### config.mk
export PLATFORM = sky130hd
export DESIGN_NAME = l1_wperm_ctrl
export DESIGN_NICKNAME = d
export VERILOG_FILES = /design/src/rtl/l1_wperm_ctrl.sv
export SDC_FILE = /design/constraint.sdc
export NUM_CORES = 1
export LEC_CHECK = 0
export BUFFER_PORTS_ARGS = -buffer_cell sky130_fd_sc_hd__clkbuf_2
export CORE_AREA = 2 2 39 41
export DETAILED_ROUTE_END_ITERATION = 12
export DIE_AREA = 0 0 41 43
export PLACE_DENSITY = 0.79
export SYNTH_ARGS = -nofsm -noshare
export SYNTH_HDL_FRONTEND = slang
export SYNTH_SLANG_ARGS = --single-unit
### constraint.sdc
create_clock -name clk -period 2.1 [get_ports clk]
set_clock_uncertainty 0.15 [all_clocks]
set_input_delay 0.42 -clock clk [delete_from_list [all_inputs] [get_ports clk]]
set_output_delay 0.42 -clock clk [all_outputs]
set_load 0.1 [all_outputs]
### src/rtl/l1_wperm_ctrl.sv
module l1_wperm_ctrl #(
  parameter int ST_W = 4
) (
  input  logic            clk,
  input  logic            rst_n,
  input  logic            cfg_no_mig,
  input  logic            req_valid,
  input  logic [1:0]      req_kind,
  input  logic            fill_valid,
  input  logic [1:0]      fill_kind,
  input  logic            inv_valid,
  input  logic            tmo_valid,
  input  logic            tmo_starver,
  output logic            hit,
  output logic            wr_req,
  output logic            rd_req,
  output logic            retry,
  output logic            starve,
  output logic [ST_W-1:0] line_state,
  output logic            trk_valid,
  output logic            trk_atomic
);

  localparam logic [ST_W-1:0] S_NP = 4'd0, S_I = 4'd1, S_S = 4'd2, S_O = 4'd3,
                              S_M = 4'd4, S_MM = 4'd5, S_MW = 4'd6, S_MMW = 4'd7,
                              S_IS = 4'd8, S_IM = 4'd9, S_SM = 4'd10, S_OM = 4'd11;

  logic [ST_W-1:0] st, st_nx;
  logic tv, ta, tv_nx, ta_nx;

  wire transient = (st == S_IS) || (st == S_IM) || (st == S_SM) || (st == S_OM);
  wire in_window = (st == S_MW) || (st == S_MMW);
  wire no_perm   = (st == S_NP) || (st == S_I);
  wire is_wr     = req_kind[1];
  wire is_at     = (req_kind == 2'd3);
  wire ev_at     = is_at && cfg_no_mig;
  wire req_go    = req_valid && !tmo_valid && !fill_valid && !inv_valid;
  wire wr_miss   = no_perm || (st == S_S) || (st == S_O);
  wire miss      = is_wr ? wr_miss : no_perm;

  assign retry  = req_valid && (!req_go || transient);
  assign hit    = req_go && !transient && !miss;
  assign wr_req = req_go && is_wr && wr_miss;
  assign rd_req = req_go && !is_wr && no_perm;
  assign starve = tmo_valid && tmo_starver && in_window;

  assign line_state = st;
  assign trk_valid  = tv;
  assign trk_atomic = ta;

  always_comb begin
    st_nx = st;
    tv_nx = tv;
    ta_nx = ta;
    if (tmo_valid) begin
      if (in_window && !tmo_starver) begin
        tv_nx = 1'b0;
        ta_nx = 1'b0;
        if (st == S_MW) st_nx = S_M;
        else st_nx = (cfg_no_mig && ta) ? S_M : S_MM;
      end
    end else if (fill_valid) begin
      if (st == S_IS) begin
        if (fill_kind[1]) st_nx = S_MW;
        else begin
          st_nx = fill_kind[0] ? S_O : S_S;
          tv_nx = 1'b0;
          ta_nx = 1'b0;
        end
      end else if (transient) begin
        st_nx = S_MMW;
      end
    end else if (inv_valid) begin
      if ((st == S_S) || (st == S_O) || (st == S_M) || (st == S_MM)) st_nx = S_I;
    end else if (req_valid && !transient) begin
      if (is_wr) begin
        if (wr_miss) begin
          tv_nx = 1'b1;
          ta_nx = is_at;
          case (st)
            S_S:     st_nx = S_SM;
            S_O:     st_nx = S_OM;
            default: st_nx = S_IM;
          endcase
        end else begin
          case (st)
            S_MM:    st_nx = ev_at ? S_M : S_MM;
            S_M:     st_nx = ev_at ? S_M : S_MM;
            S_MW:    st_nx = ev_at ? S_MW : S_MMW;
            default: st_nx = st;
          endcase
        end
      end else if (no_perm) begin
        st_nx = S_IS;
        tv_nx = 1'b1;
        ta_nx = 1'b0;
      end
    end
  end

  always_ff @(posedge clk) begin
    if (!rst_n) begin
      st <= S_NP;
      tv <= 1'b0;
      ta <= 1'b0;
    end else begin
      st <= st_nx;
      tv <= tv_nx;
      ta <= ta_nx;
    end
  end

  AST_ONE_PULSE: assert property (@(posedge clk) disable iff (!rst_n)
    $onehot0({hit, wr_req, rd_req, retry}));
  AST_WR_TO_TRANSIENT: assert property (@(posedge clk) disable iff (!rst_n)
    wr_req |=> (((line_state == S_IM) || (line_state == S_SM) || (line_state == S_OM)) && trk_valid));
  AST_RETRY_HOLDS: assert property (@(posedge clk) disable iff (!rst_n)
    (req_valid && !tmo_valid && !fill_valid && !inv_valid && transient) |=> $stable(line_state));
  AST_ATOMIC_NOMIG: assert property (@(posedge clk) disable iff (!rst_n)
    (hit && cfg_no_mig && req_kind == 2'd3 && line_state == S_MM) |=> (line_state == S_M));
  AST_EXPIRY_FREES: assert property (@(posedge clk) disable iff (!rst_n)
    (tmo_valid && !tmo_starver && in_window) |=> !trk_valid);
  AST_STARVE_HOLD: assert property (@(posedge clk) disable iff (!rst_n)
    starve |=> ($stable(line_state) && $stable(trk_valid)));
  AST_NO_HIT_TRANSIENT: assert property (@(posedge clk) disable iff (!rst_n)
    hit |-> !transient);

endmodule

==> parameters.txt <==
Parameter                              Value

Routing
  Average via count per standard cell    5.80
  DRC violation count after routing    0
  Routed wire length    1520 um
  First-pass iteration count of the detailed router    4
  Routed wirelength normalized by instance count    between 10 and 15 um
  Total number of vias    667
  DRC marker count from the first detailed-route iteration    13
  Antenna viol nets, final    0

Power and ir drop
  Clock network fraction of design power    0.283
  Internal power of the cells    about 0.24 mW
  Cell Pwr Density    about 470 nW/um2
  Overall Power    approximately 0.41 mW
  Largest vdd supply drop    roughly 0.33 mV
  Seq pwr share    0.330
  Net switching component of the power    approximately 0.17 mW
  Leak    approximately 0.37 nW
  Switching portion of total power    0.404
  Logic pwr share    0.387

Clock tree
  CTS Hold Bufs    0
  Clock latency on the worst-skew pair    between 0.2 and 0.3 ns
  TritonCTS buffer count    3
  TritonCTS clock tree    built
  Cts repair resizes    0
  CTS Sinks    6
  H-tree depth    1
  Max clock buf depth    2
  Post-CTS setup repair buffer count    0
  Clock slew at reported path FFs    approximately 0.05 ns
  Buffer cell driving the clock tree root    sky130_fd_sc_hd__clkbuf_4

Layout
  Cell area after layout    ~880 um2
  Nets    112
  Area Overhead vs Synth    54.3%
  FF+latch area    roughly 130 um2
  Layout fillers    about 130
  Inserted Diodes    0
  Non-Filler Instances    between 100 and 150
  Fraction of final layout cells with drive strength greater than 1    0.475
  Finished Core Util    0.637
  Multi-input combinational cell area    ~470 um2

Synthesis
  Synth top area share    0.210
  Most frequently used cell type in the post-synthesis netlist    sky130_fd_sc_hd__nand2_1
  Cell types with the largest area share after synthesis    sky130_fd_sc_hd__dfxtp_1 21%, sky130_fd_sc_hd__nor2b_1 5.5%, sky130_fd_sc_hd__nand2_1 4.6%, sky130_fd_sc_hd__a31oi_1 4.4%, sky130_fd_sc_hd__nand2b_1 4.4%
  Post-synthesis instance total    73
  Cell variety after synth    39
  Most used flip-flop cell after synthesis    sky130_fd_sc_hd__dfxtp_1
  Post-synthesis net count    85
  Yosys synthesis warning count    0
  Most frequent cells after synthesis    7 x sky130_fd_sc_hd__nand2_1, 6 x sky130_fd_sc_hd__dfxtp_1, 6 x sky130_fd_sc_hd__nor2_1
  Number of enable-type register cells in the synthesized netlist    0
  Post-synthesis sequential area ratio    0.210
  Fraction of registers with async set/reset    0
  Cell type contributing the most total cell area after synthesis    sky130_fd_sc_hd__dfxtp_1
  Area of the mapped netlist    between 500 and 600 um2
  Mean instance size in the synthesized netlist    7.83 um2
  Post-synthesis register bit count    6

GRT
  Via count of the first global-routing pass    ~580
  Wire length of the first global-routing pass    2310 um
  Initial antenna violation count    0
  GRT Overall Usage    0.183
  Total gr overflow    0
  Largest net degree at the start of global routing    18

STA
  Ratio of final minimum period to clock period    0.977
  Final Hold Vio Count    0
  RSZ-0062 raised after global routing    false
  Number of pins exceeding their max-slew limit in the final report    0
  Final hold slack    approximately 0.3 ns
  Slew @ Worst Pin    around 0.54 ns
  Highest attainable clock frequency    between 400 and 500 MHz
  Number of endpoints failing setup at the final stage    0
  Final period demand of the worst path    2.05 ns
  Relative slew slack    0.643

Worst setup path
  Critical path capture point type    output pin
  Worst Path Required    ~1.5 ns
  Path type of the worst setup path    reg -> out
  Endpoint arrival time on the critical path    around 1.5 ns
  Setup crit start kind    flip-flop
  Critical Path Fanout Max    12

Placement
  # placed instances    ~110
  RD Place Congestion    just under 0.9
  Post-Place Cell Area    roughly 860 um2
  I/O Buffers    22
  DP Wirelength    between 1000 and 1500 um

Die
  Die Ht    between 40 and 50 um
  Top Ports    23
  Die span in x    between 40 and 50 um
  Std cell rows    14
  Placeable core region    roughly 1400 um2
  Area enclosed by the die boundary    between 1500 and 2000 um2
  Initial Util    0.413

Hold path
  Class of the tightest hold or removal check    in -> reg

Status
  Status    finished clean

Flow run
  Max-capacitance violation count    0
==> final cells by class <==
type / instances / share of cell area
inverters: 4 / 0.0170
well taps: 16 / 0.0227
multi-input cells: 58 / 0.529
flip-flops and latches: 6 / 0.149
clock buffers: 4 / 0.0298
repair buffers: 27 / 0.252
==> flip-flops by register name, indices dropped and copies added (netlist names) <==
name and cells:
line_state 4, trk_atomic 1, trk_valid 1
==> layer usage <==
| layer | GRT usage | part of all wire |
|---|---|---|
| met1 | 0.244 | 0.44 |
| met2 | 0.284 | 0.47 |
| met3 | 0.0471 | 0.089 |
| met4 | 0.0467 | 0 |
| met5 | 0 | 0 |
==> metrics by stage <==
step	TNS [ns]	setup slack [ns]
2_1_floorplan	-0.658	-0.555
3_3_place_gp	0	0.131
3_5_place_dp	0	0.112
4_1_cts	0	0.0385
5_1_grt	0	0.00885
6_report	0	0.0476
==> worst paths after layout <==
path,to,slack (ns),from,cells past startpoint
worst max-delay path,rd_req,0.05,line_state[1],3
worst min-delay path,line_state[2],0.30,rst_n,2
worst max register to register,line_state[0],0.27,line_state[2],5
worst min register to register,trk_valid,0.36,trk_valid,2
==> cells by family after synthesis <==
| family | count (synthesis) | share of synthesized area |
|---|---|---|
| flip-flops | 6 | 0.210 |
| AND/OR/NAND/NOR | 34 | 0.359 |
| buffers and inverters | 9 | 0.0897 |
| AO/OA/AOI/OAI | 24 | 0.341 |
==> power groups by stage <==
stage	clock [mW]	combinational [mW]	sequential (mW)
after floorplan	0	0.0905	0.168
after global placement	0	0.156	0.137
after detailed placement	0	0.159	0.137
after CTS	0.121	0.159	0.135
after global routing	0.126	0.168	0.137
final	0.116	0.159	0.136
==> critical path: stages, from the launching register on <==
cell,delay (ns)
sky130_fd_sc_hd__dfxtp_4,0.38
sky130_fd_sc_hd__or4_4,0.53
sky130_fd_sc_hd__nor2_4,0.14
sky130_fd_sc_hd__buf_12,0.18
==> cell usage in the layout, fill, tap and decap left out, types with 3 or more instances in the layout <==
master / netlist / layout
sky130_fd_sc_hd__clkbuf_2: 1 / 17
sky130_fd_sc_hd__a31oi_1: 4 / 4
sky130_fd_sc_hd__dfxtp_1: 6 / 3
sky130_fd_sc_hd__nor2_1: 6 / 3
sky130_fd_sc_hd__nand2_1: 7 / 6
sky130_fd_sc_hd__buf_4: 0 / 5
sky130_fd_sc_hd__nor2_4: 0 / 3
sky130_fd_sc_hd__nor2b_1: 5 / 5
sky130_fd_sc_hd__inv_1: 4 / 4
sky130_fd_sc_hd__clkbuf_4: 0 / 3
sky130_fd_sc_hd__a21oi_1: 4 / 4
sky130_fd_sc_hd__dfxtp_4: 0 / 3
sky130_fd_sc_hd__buf_12: 0 / 5
sky130_fd_sc_hd__nand2b_1: 4 / 4
No activity file was read; power rests on OpenSTA's default activity.
